**src/rtl/eep_pkg.sv**
```systemverilog
package eep_pkg;
  localparam int ADDR_W = 11;
  localparam int DATA_W = 8;
  localparam int HI_W   = ADDR_W - DATA_W;
  localparam logic [3:0] DEV_ID = 4'b1010;

  typedef enum logic [2:0] {
    S_IDLE, S_DEV, S_ADR, S_WR, S_ACK, S_RD, S_RACK, S_RNXT
  } eep_state_t;
endpackage

```
**src/rtl/eep_sync.sv**
```systemverilog
module eep_sync #(
  parameter int W      = 2,
  parameter int STAGES = 2
) (
  input  logic         clk,
  input  logic         rst_n,
  input  logic [W-1:0] d,
  output logic [W-1:0] q
);
  for (genvar g = 0; g < W; g++) begin : g_line
    logic [STAGES-1:0] chain;
    always_ff @(posedge clk or negedge rst_n) begin
      if (!rst_n) chain <= '1;
      else        chain <= {chain[STAGES-2:0], d[g]};
    end
    assign q[g] = chain[STAGES-1];
  end
endmodule

```
**src/rtl/eep_bus_events.sv**
```systemverilog
module eep_bus_events (
  input  logic clk,
  input  logic rst_n,
  input  logic scl_s,
  input  logic sda_s,
  output logic scl_rise,
  output logic scl_fall,
  output logic start_ev,
  output logic stop_ev
);
  logic scl_q, sda_q;

  always_ff @(posedge clk or negedge rst_n) begin
    if (!rst_n) begin
      scl_q <= 1'b1;
      sda_q <= 1'b1;
    end else begin
      scl_q <= scl_s;
      sda_q <= sda_s;
    end
  end

  assign scl_rise = scl_s & ~scl_q;
  assign scl_fall = ~scl_s & scl_q;
  assign start_ev = scl_s & scl_q & sda_q & ~sda_s;
  assign stop_ev  = scl_s & scl_q & ~sda_q & sda_s;
endmodule

```
**src/rtl/eep_addr_ctr.sv**
```systemverilog
module eep_addr_ctr #(
  parameter int AW   = 11,
  parameter int HI_W = 3
) (
  input  logic               clk,
  input  logic               rst_n,
  input  logic               ld_hi,
  input  logic [HI_W-1:0]    hi_val,
  input  logic               ld_lo,
  input  logic [AW-HI_W-1:0] lo_val,
  input  logic               inc,
  output logic [AW-1:0]      addr
);
  always_ff @(posedge clk or negedge rst_n) begin
    if (!rst_n) addr <= '0;
    else if (ld_hi) addr[AW-1 -: HI_W] <= hi_val;
    else if (ld_lo) addr[AW-HI_W-1:0] <= lo_val;
    else if (inc)   addr <= addr + 1'b1;
  end
endmodule

```
**src/rtl/eep_bus_slave.sv**
```systemverilog
module eep_bus_slave
  import eep_pkg::*;
(
  input  logic              clk,
  input  logic              rst_n,
  input  logic              scl_i,
  input  logic              sda_i,
  output logic              sda_oe,
  input  logic              busy_i,
  output logic [ADDR_W-1:0] mem_addr,
  output logic [DATA_W-1:0] mem_wdata,
  output logic              mem_we,
  input  logic [DATA_W-1:0] mem_rdata
);
  localparam int CW = $clog2(DATA_W);
  localparam logic [CW-1:0] LAST = CW'(DATA_W - 1);

  logic [1:0] sync_q;
  logic scl_s, sda_s, scl_rise, scl_fall, start_ev, stop_ev;

  eep_sync #(.W(2), .STAGES(2)) sync_i (
    .clk(clk), .rst_n(rst_n), .d({scl_i, sda_i}), .q(sync_q)
  );
  assign scl_s = sync_q[1];
  assign sda_s = sync_q[0];

  eep_bus_events ev_i (
    .clk(clk), .rst_n(rst_n), .scl_s(scl_s), .sda_s(sda_s),
    .scl_rise(scl_rise), .scl_fall(scl_fall),
    .start_ev(start_ev), .stop_ev(stop_ev)
  );

  eep_state_t st, nxt_st;
  logic [CW-1:0]     bitcnt;
  logic [DATA_W-1:0] sh, rd_sh, rx_byte;
  logic ack_on, abort, rx_done, id_ok;
  logic ld_hi, ld_lo, inc;

  assign abort   = busy_i | stop_ev | start_ev;
  assign rx_byte = {sh[DATA_W-2:0], sda_s};
  assign rx_done = scl_rise && bitcnt == LAST;
  assign id_ok   = rx_byte[DATA_W-1 -: 4] == DEV_ID;

  always_comb begin
    ld_hi = !abort && st == S_DEV && rx_done && id_ok;
    ld_lo = !abort && st == S_ADR && rx_done;
    inc   = mem_we || (!abort && st == S_RD && scl_fall && bitcnt == LAST);
  end

  eep_addr_ctr #(.AW(ADDR_W), .HI_W(HI_W)) ctr_i (
    .clk(clk), .rst_n(rst_n),
    .ld_hi(ld_hi), .hi_val(rx_byte[HI_W:1]),
    .ld_lo(ld_lo), .lo_val(rx_byte),
    .inc(inc), .addr(mem_addr)
  );

  always_ff @(posedge clk or negedge rst_n) begin
    if (!rst_n) begin
      st        <= S_IDLE;
      nxt_st    <= S_IDLE;
      bitcnt    <= '0;
      sh        <= '0;
      rd_sh     <= '0;
      ack_on    <= 1'b0;
      sda_oe    <= 1'b0;
      mem_we    <= 1'b0;
      mem_wdata <= '0;
    end else begin
      mem_we <= 1'b0;
      if (busy_i || stop_ev) begin
        st     <= S_IDLE;
        sda_oe <= 1'b0;
        ack_on <= 1'b0;
      end else if (start_ev) begin
        st     <= S_DEV;
        bitcnt <= '0;
        sda_oe <= 1'b0;
        ack_on <= 1'b0;
      end else begin
        unique case (st)
          S_DEV, S_ADR, S_WR: begin
            if (scl_rise) begin
              sh     <= rx_byte;
              bitcnt <= bitcnt + 1'b1;
              if (rx_done) begin
                st <= S_ACK;
                if (st == S_DEV) begin
                  if (!id_ok) st <= S_IDLE;
                  nxt_st <= rx_byte[0] ? S_RD : S_ADR;
                end else begin
                  nxt_st <= S_WR;
                  if (st == S_WR) begin
                    mem_we    <= 1'b1;
                    mem_wdata <= rx_byte;
                  end
                end
              end
            end
          end
          S_ACK: begin
            if (scl_fall) begin
              if (!ack_on) begin
                sda_oe <= 1'b1;
                ack_on <= 1'b1;
              end else begin
                ack_on <= 1'b0;
                bitcnt <= '0;
                st     <= nxt_st;
                if (nxt_st == S_RD) begin
                  rd_sh  <= mem_rdata;
                  sda_oe <= ~mem_rdata[DATA_W-1];
                end else begin
                  sda_oe <= 1'b0;
                end
              end
            end
          end
          S_RD: begin
            if (scl_fall) begin
              if (bitcnt == LAST) begin
                sda_oe <= 1'b0;
                st     <= S_RACK;
              end else begin
                bitcnt <= bitcnt + 1'b1;
                rd_sh  <= rd_sh << 1;
                sda_oe <= ~rd_sh[DATA_W-2];
              end
            end
          end
          S_RACK: begin
            if (scl_rise) st <= sda_s ? S_IDLE : S_RNXT;
          end
          S_RNXT: begin
            if (scl_fall) begin
              rd_sh  <= mem_rdata;
              sda_oe <= ~mem_rdata[DATA_W-1];
              bitcnt <= '0;
              st     <= S_RD;
            end
          end
          default: st <= S_IDLE;
        endcase
      end
    end
  end

  // busy forces the data line free on the next cycle
  assert_busy_release_R8: assert property (@(posedge clk) disable iff (!rst_n)
    busy_i |=> !sda_oe);
  // no write strobe once busy has been seen for a full cycle
  assert_busy_no_write_R8: assert property (@(posedge clk) disable iff (!rst_n)
    busy_i && $past(busy_i) |-> !mem_we);
  // each write strobe lasts one cycle
  assert_we_single_R3: assert property (@(posedge clk) disable iff (!rst_n)
    mem_we |=> !mem_we);
  // the slave moves SDA only while the synchronised clock is low
  assert_sda_scl_low_R4: assert property (@(posedge clk) disable iff (!rst_n)
    !$stable(sda_oe) && !$past(busy_i) |-> !scl_s);
  // a read transfer never writes
  assert_no_write_read_R4: assert property (@(posedge clk) disable iff (!rst_n)
    (st == S_RD || st == S_RACK || st == S_RNXT) |-> !mem_we);
endmodule

```
**config.mk**
```make
export PLATFORM = sky130hd
export DESIGN_NAME = eep_bus_slave
export DESIGN_NICKNAME = d
export VERILOG_FILES = /design/src/rtl/eep_pkg.sv /design/src/rtl/eep_sync.sv /design/src/rtl/eep_bus_events.sv /design/src/rtl/eep_addr_ctr.sv /design/src/rtl/eep_bus_slave.sv
export SDC_FILE = /design/constraint.sdc
export NUM_CORES = 1
export LEC_CHECK = 0
export BUFFER_PORTS_ARGS = -buffer_cell sky130_fd_sc_hd__buf_4
export CAP_MARGIN = 20
export CORE_ASPECT_RATIO = 1.4
export CORE_MARGIN = 10
export CORE_UTILIZATION = 35
export CTS_BUF_LIST = sky130_fd_sc_hd__clkbuf_4 sky130_fd_sc_hd__clkbuf_8 sky130_fd_sc_hd__clkbuf_16
export CTS_CLUSTER_DIAMETER = 80
export DETAILED_ROUTE_END_ITERATION = 8
export SLEW_MARGIN = 10
export SYNTH_ARGS = -nofsm -noshare
export SYNTH_HDL_FRONTEND = slang
export SYNTH_SLANG_ARGS = --single-unit
```
**constraint.sdc**
```tcl
create_clock -name clk -period 4.4 [get_ports clk]
set_input_delay 0.66 -clock clk [delete_from_list [all_inputs] [get_ports clk]]
set_output_delay 0.66 -clock clk [all_outputs]
set_load 0.01 [all_outputs]
```
==> results of run 1 <==
-- critical path: cells and delay by family, from the launching register on --
family / cells / cell delay [ns]
flops: 1 / 0.57
mux: 1 / 0.34
simple gates: 3 / 1.44
-- cells by family after synthesis --
group / synth area share [%]
buffers and inverters: 3.559
adders and majority gates: 1.405
DFF: 48.06
and+or+nand+nor: 17.71
xor gates and xnor gates: 1.640
muxes: 13.35
AOI/OAI and AO/OA: 14.29
-- flip-flops by register name, summed over array words and instances (netlist names), 3 cells and up --
register,cells
rd_sh,7
st,3
sh,7
sync_i.g_line.chain,4
mem_wdata,8
ctr_i.addr,11
bitcnt,3
nxt_st,3
-- cell usage after synthesis, types with 2 or more instances --
master    number
a21oi_1       20
nand3_1        8
or3_4          2
buf_6          5
inv_1          3
a31oi_1        5
a22o_1         2
nand4b_1       2
xnor2_1        3
nor2_1        14
nand3b_1       3
o211ai_1       2
and4_1         2
a211oi_1       3
nand2b_1       5
nor2b_1        6
xor2_1         2
ha_1           3
nand4_1        5
mux2_2        29
nand2_1       22
dfrtp_1       45
dfstp_2        6
nor3_1         4
clkbuf_1       4
o21ai_0       11
mux2i_1        3
-- power by group through the flow --
stage / clock (µW) / combinational, µW / sequential [µW]
2_1_floorplan: 0 / 21.1 / 490
3_3_place_gp: 0 / 38.7 / 495
3_5_place_dp: 0 / 39.1 / 495
4_1_cts: 346 / 39.4 / 486
5_1_grt: 369 / 43.1 / 488
6_report: 337 / 38.1 / 486
-- layout by cell type (no fill, tap or decap), drive strengths merged, types with 2 or more instances in the layout --
cell     synthesis  layout
mux2i            3       3
ha               3       3
a22o             2       2
inv              3       4
nand4            5       5
xor2             2       2
a211oi           3       3
clkbuf           4       5
dfrtp           45      45
nand2b           5       5
buf              7      33
xnor2            3       3
and4             2       2
mux2            29      29
nand4b           2       2
nand3b           3       3
or3              2       2
nor2            14      14
o211ai           2       2
a21oi           21      21
a31oi            6       6
dfstp            6       6
a2111oi          2       2
nor2b            6       6
nand2           22      22
o21ai           12      12
nand3            8       8
nor3             5       5
-- stage by stage --
step,setup WS (ns),cells,cell area (µm²)
floorplan,2.138,245,2671
global placement,2.046,364,2957
detailed placement,1.958,364,2957
CTS,1.946,372,3073
global route,1.827,372,3073
finish,1.953,372,3073
-- final timing paths --
path / startpoint / end
worst max-delay path: st[2]$_DFFE_PN0P_ / nxt_st[1]$_DFFE_PN0P_
worst min-delay path: rst_n / ctr_i.addr[3]$_DFFE_PN0P_
worst max register to register: st[2]$_DFFE_PN0P_ / nxt_st[1]$_DFFE_PN0P_
worst min register to register: sync_i.g_line[0].chain[0]$_DFF_PN1_ / sync_i.g_line[0].chain[1]$_DFF_PN1_
max in group asynchronous: rst_n / nxt_st[1]$_DFFE_PN0P_
min in group clk: sync_i.g_line[0].chain[0]$_DFF_PN1_ / sync_i.g_line[0].chain[1]$_DFF_PN1_
-- layout make-up --
type	count	area, µm²	area share [%]
clock buffers	5	68.82	2.239
well taps	97	121.4	3.949
inverters	3	11.26	0.3664
repair buffers	33	247.7	8.062
flip-flops and latches	51	1284	41.78
multi-input cells	180	1292	42.06
clock inverters	3	47.55	1.547
-- layer usage --
| layer | track usage, % | wire length [µm] | up-vias |
|---|---|---|---|
| met1 | 12.73 | 2533 | 973 |
| met2 | 17.68 | 2960 | 59 |
| met4 | 3.619 | 57 | 0 |
| li1 | - | - | 963 |
| met5 | 0 | 0 | - |
| met3 | 2.790 | 364 | 7 |
==> qor.yml, run 1 <==
status: "finished clean"
path_class: "flop to flop"
fp.dieH_um: 123.4
p_per_area_nw_per_um2: 280.2
final-setup-viol-count: 0
synth_edf_count: 0
cp-end-kind: "flop"
clk-insertion-delay-late_ns: 0.31
power.total_uw: 861.1
fin_hold_ws_ns: 0.3602
required_ns: 4.60
switching_share_pct: 22.51
io_pins: 34
drive_gt1_share_pct: 31.64
p_clk_share_pct: 39.1
synth_area_um2: 2671
cts_hold_buf: 0
rsz0062_at_grt: "false"
syn-num-nets: 261
yosysTopAreaCell: "dfrtp_1"
maxCapViolations: 0
critPathMaxFanout: 16
ys_seq_area_share_pct: 48.06
avgViaCountPerCell: 5.382
grt_max_degree: 52
die_w_um: 93.84
r2r_cells: 4
hold_class: "input pin to asynchronous set/reset pin"
cts_inserted_buffers: 5
max_slew_margin_pct: 44.17
yosysWarnings: 0
cp_cell_sequence: "or3b_1, nor4_4, and2_1, mux2_2"
drt_pass1_iterations: 4
grt_overflow_total: 0
clockBufferDepth: 2
cts_sinks: 51
grt_pass1_vias: 2009
start_util_pct: 36.06
slowest_stage: "nor4_4"
cts_tree: "built"
vias: 2002
leakage_uw: 0.001392
layout.nets: 290
totalWireLength_mm: 5.916
max_freq_mhz: 408.6
globalplace.congestion: 0.8723
slew_violations: 0
drtAntennaViolNets: 0
antenna_found_initial: 0
syn2layout_area_growth_pct: 15.04
insertedDiodeCount: 0
startpoint_type: "flop"
p_int_uw: 667.3
synthFlopType: "dfrtp_1"
seqPwrFrac_pct: 56.5
period_share_pct: 55.62
max_stage_delay_ns: 0.60
ys_ff_latch: 51
worstMarginPinSlew_ns: 0.8164
postCtsSetupRepairBufs: 0
std_cell_rows: 37
irDropWorstVdd_v: 0.0001454
grt_use_total_pct: 10.54
drt_iter0_drc: 62
synthArstFlopShare_pct: 100.0
portBuffers: 33
final_util_pct: 41.49
place_hpwl_mm: 4.315
yosys.area.top_type_share_pct: 42.15
dieArea_um2: 11580
p_comb_share_pct: 4.4
drc_errors: 0
hold_viol_final: 0
nFillCells: 753
finalClockSkew_ns: 0.009556
grt_first_pass_wirelength_mm: 10.04
clk_pin_slew_ns: 0.10
syn_avg_cell_area_um2: 10.90
synthTopCellsByArea: "dfrtp_1 42%, mux2_2 12%, dfstp_2 5.9%, a21oi_1 3.7%, nand2_1 3.1%"
critPathArrivalTime_ns: 2.65
core_um2: 7407
reg2reg_setup_slack_ns: 1.95
wl_per_cell_um: 15.90
fin_crit_ns: 2.447
htreeDepth: 2
synth_cells: 245
fin_tns_setup_ns: 0
root_buffer: "clkbuf_8"
synthDistinctLibCells: 53
power_switching_uw: 193.8
cts-resized-gates: 0
No activity file was read; power rests on OpenSTA's default activity.
==> inputs of run 2 (changes only) <==
- clock period: 4.4 -> 2.55 ns (I/O delays scaled with it)
==> run 2 against run 1 <==
Clock power grew 96%. Non-clock buffer count is 8 higher. Cell area up 2.6%. First-iteration DRC count rose by 21%. Register-to-register slack got worse by 1.7 ns. Sequential power is 72% higher. Global-route usage increased by 0.15 points. Setup slack lost 1.7 ns. Routed wire length is 1.1% lower. Sequential share of layout area down 1.1 points. Critical endpoint is now ctr_i.addr[4]$_DFFE_PN0P_.
==> qor.yml, run 2 (synthesized netlist as in run 1, its figures left out) <==
status: "finished clean"
required_ns: 2.79
cts_hold_buf: 0
slowest_stage: "dfstp_2"
fin_hold_ws_ns: 0.08926
globalplace.congestion: 0.8711
cts-resized-gates: 0
io_pins: 34
dpl_worst_slack_ns: 0.3075
max_stage_delay_ns: 0.62
max_freq_mhz: 440.8
avgViaCountPerCell: 5.418
drive_gt1_share_pct: 33.57
cp-end-kind: "flop"
drt_iter0_drc: 75
mostFrequentLayoutCell: "dfrtp_1"
std_cell_rows: 37
start_util_pct: 36.06
fin_ws_ns: 0.2814
critPathMaxFanout: 15
cts_sinks: 51
design_area_um2: 3153
clk_pin_slew_ns: 0.10
worstMarginPinSlew_ns: 0.6295
fin_crit_ns: 2.269
cp_cell_sequence: "or3b_1, or3_4, a31oi_4, a21oi_1, a21oi_1"
place_hpwl_mm: 4.342
maxCapViolations: 0
drt_pass1_iterations: 6
insertedDiodeCount: 0
fin_tns_setup_ns: 0
clockBufferDepth: 2
startpoint_type: "flop"
rsz0062_at_grt: "false"
grt_pass1_vias: 2081
hold_class: "input pin to asynchronous set/reset pin"
path_delay_family: "simple AND/OR/NAND/NOR gates"
hold_viol_final: 0
finalClockSkew_ns: 0.009868
largest_register: "ctr_i.addr"
root_buffer: "clkbuf_8"
final_cell_mix: "45 x dfrtp_1, 41 x buf_4, 29 x mux2_2"
p_per_area_nw_per_um2: 496.5
final-setup-viol-count: 0
dieArea_um2: 11580
core_um2: 7407
largest_reg_flops: 11
cp_num_buf_inv: 0
irDropWorstVdd_v: 0.0003076
postCtsSetupRepairBufs: 0
power.total_uw: 1566
slew_violations: 0
vias: 2059
portBuffers: 33
layout.nets: 298
r2r_cells: 5
path_class: "flop to flop"
fp.dieH_um: 123.4
leakage_uw: 0.001439
htreeDepth: 2
drtAntennaViolNets: 0
clk-insertion-delay-late_ns: 0.30
antenna_found_initial: 0
syn2layout_area_growth_pct: 18.03
path_common_cell: "a21oi_1"
max_slew_margin_pct: 57.46
cts_inserted_buffers: 5
reg_top3: "ctr_i.addr: 11 flops, mem_wdata: 8 flops"
cts_tree: "built"
grt_max_degree: 52
wl_per_cell_um: 15.39
placed_cell_area_um2: 3017
totalWireLength_mm: 5.849
grt_first_pass_wirelength_mm: 10.13
critPathArrivalTime_ns: 2.51
period_share_pct: 88.97
grt_use_total_pct: 10.69
drc_errors: 0
crit_cells: 5
die_w_um: 93.84
grt_overflow_total: 0
-- run 2: layer usage --
metal	up-vias	routed length, µm	track usage, %
li1	977	-	-
met1	999	2343	12.51
met2	66	2950	17.46
met3	17	369	3.335
met4	0	186	4.952
met5	-	0	0
-- run 2: worst paths after layout --
| check | from | endpoint | slack [ns] |
|---|---|---|---|
| max | sync_i.g_line[1].chain[1]$_DFF_PN1_ | ctr_i.addr[4]$_DFFE_PN0P_ | 0.28 |
| min | rst_n | ctr_i.addr[3]$_DFFE_PN0P_ | 0.09 |
| max reg2reg | sync_i.g_line[1].chain[1]$_DFF_PN1_ | ctr_i.addr[4]$_DFFE_PN0P_ | 0.28 |
| min reg2reg | sync_i.g_line[1].chain[0]$_DFF_PN1_ | sync_i.g_line[1].chain[1]$_DFF_PN1_ | 0.36 |
| max in group asynchronous | rst_n | mem_wdata[0]$_DFFE_PN0P_ | 2.02 |
| min in group clk | scl_i | sync_i.g_line[1].chain[0]$_DFF_PN1_ | 0.18 |
-- run 2: where the power goes --
group	internal (µW)	switching (µW)	total, µW
registers	823	14.4	838
clock network	391	271	662
logic	30.5	35.4	65.9
-- run 2: area by class of cell --
cell class | instances | area, µm²
clock buffers | 5 | 68.82
clock inverters | 3 | 67.56
fillers | 738 | 4254
inverters | 3 | 11.26
multi-input cells | 180 | 1292
flip-flops and latches | 51 | 1284
well taps | 97 | 121.4
repair buffers | 41 | 307.8
-- run 2: metrics by stage --
step | cells | utilization, %
global route | 380 | 42.57
floorplan | 245 | -
detailed placement | 372 | 40.73
global placement | 372 | 40.73
finish | 380 | 42.57
CTS | 380 | 42.57
-- run 2: worst reg2reg max path: stages (launching register included) --
cell,delay (ns)
dfstp_2,0.62
or3b_1,0.49
or3_4,0.44
a31oi_4,0.40
a21oi_1,0.13
a21oi_1,0.13
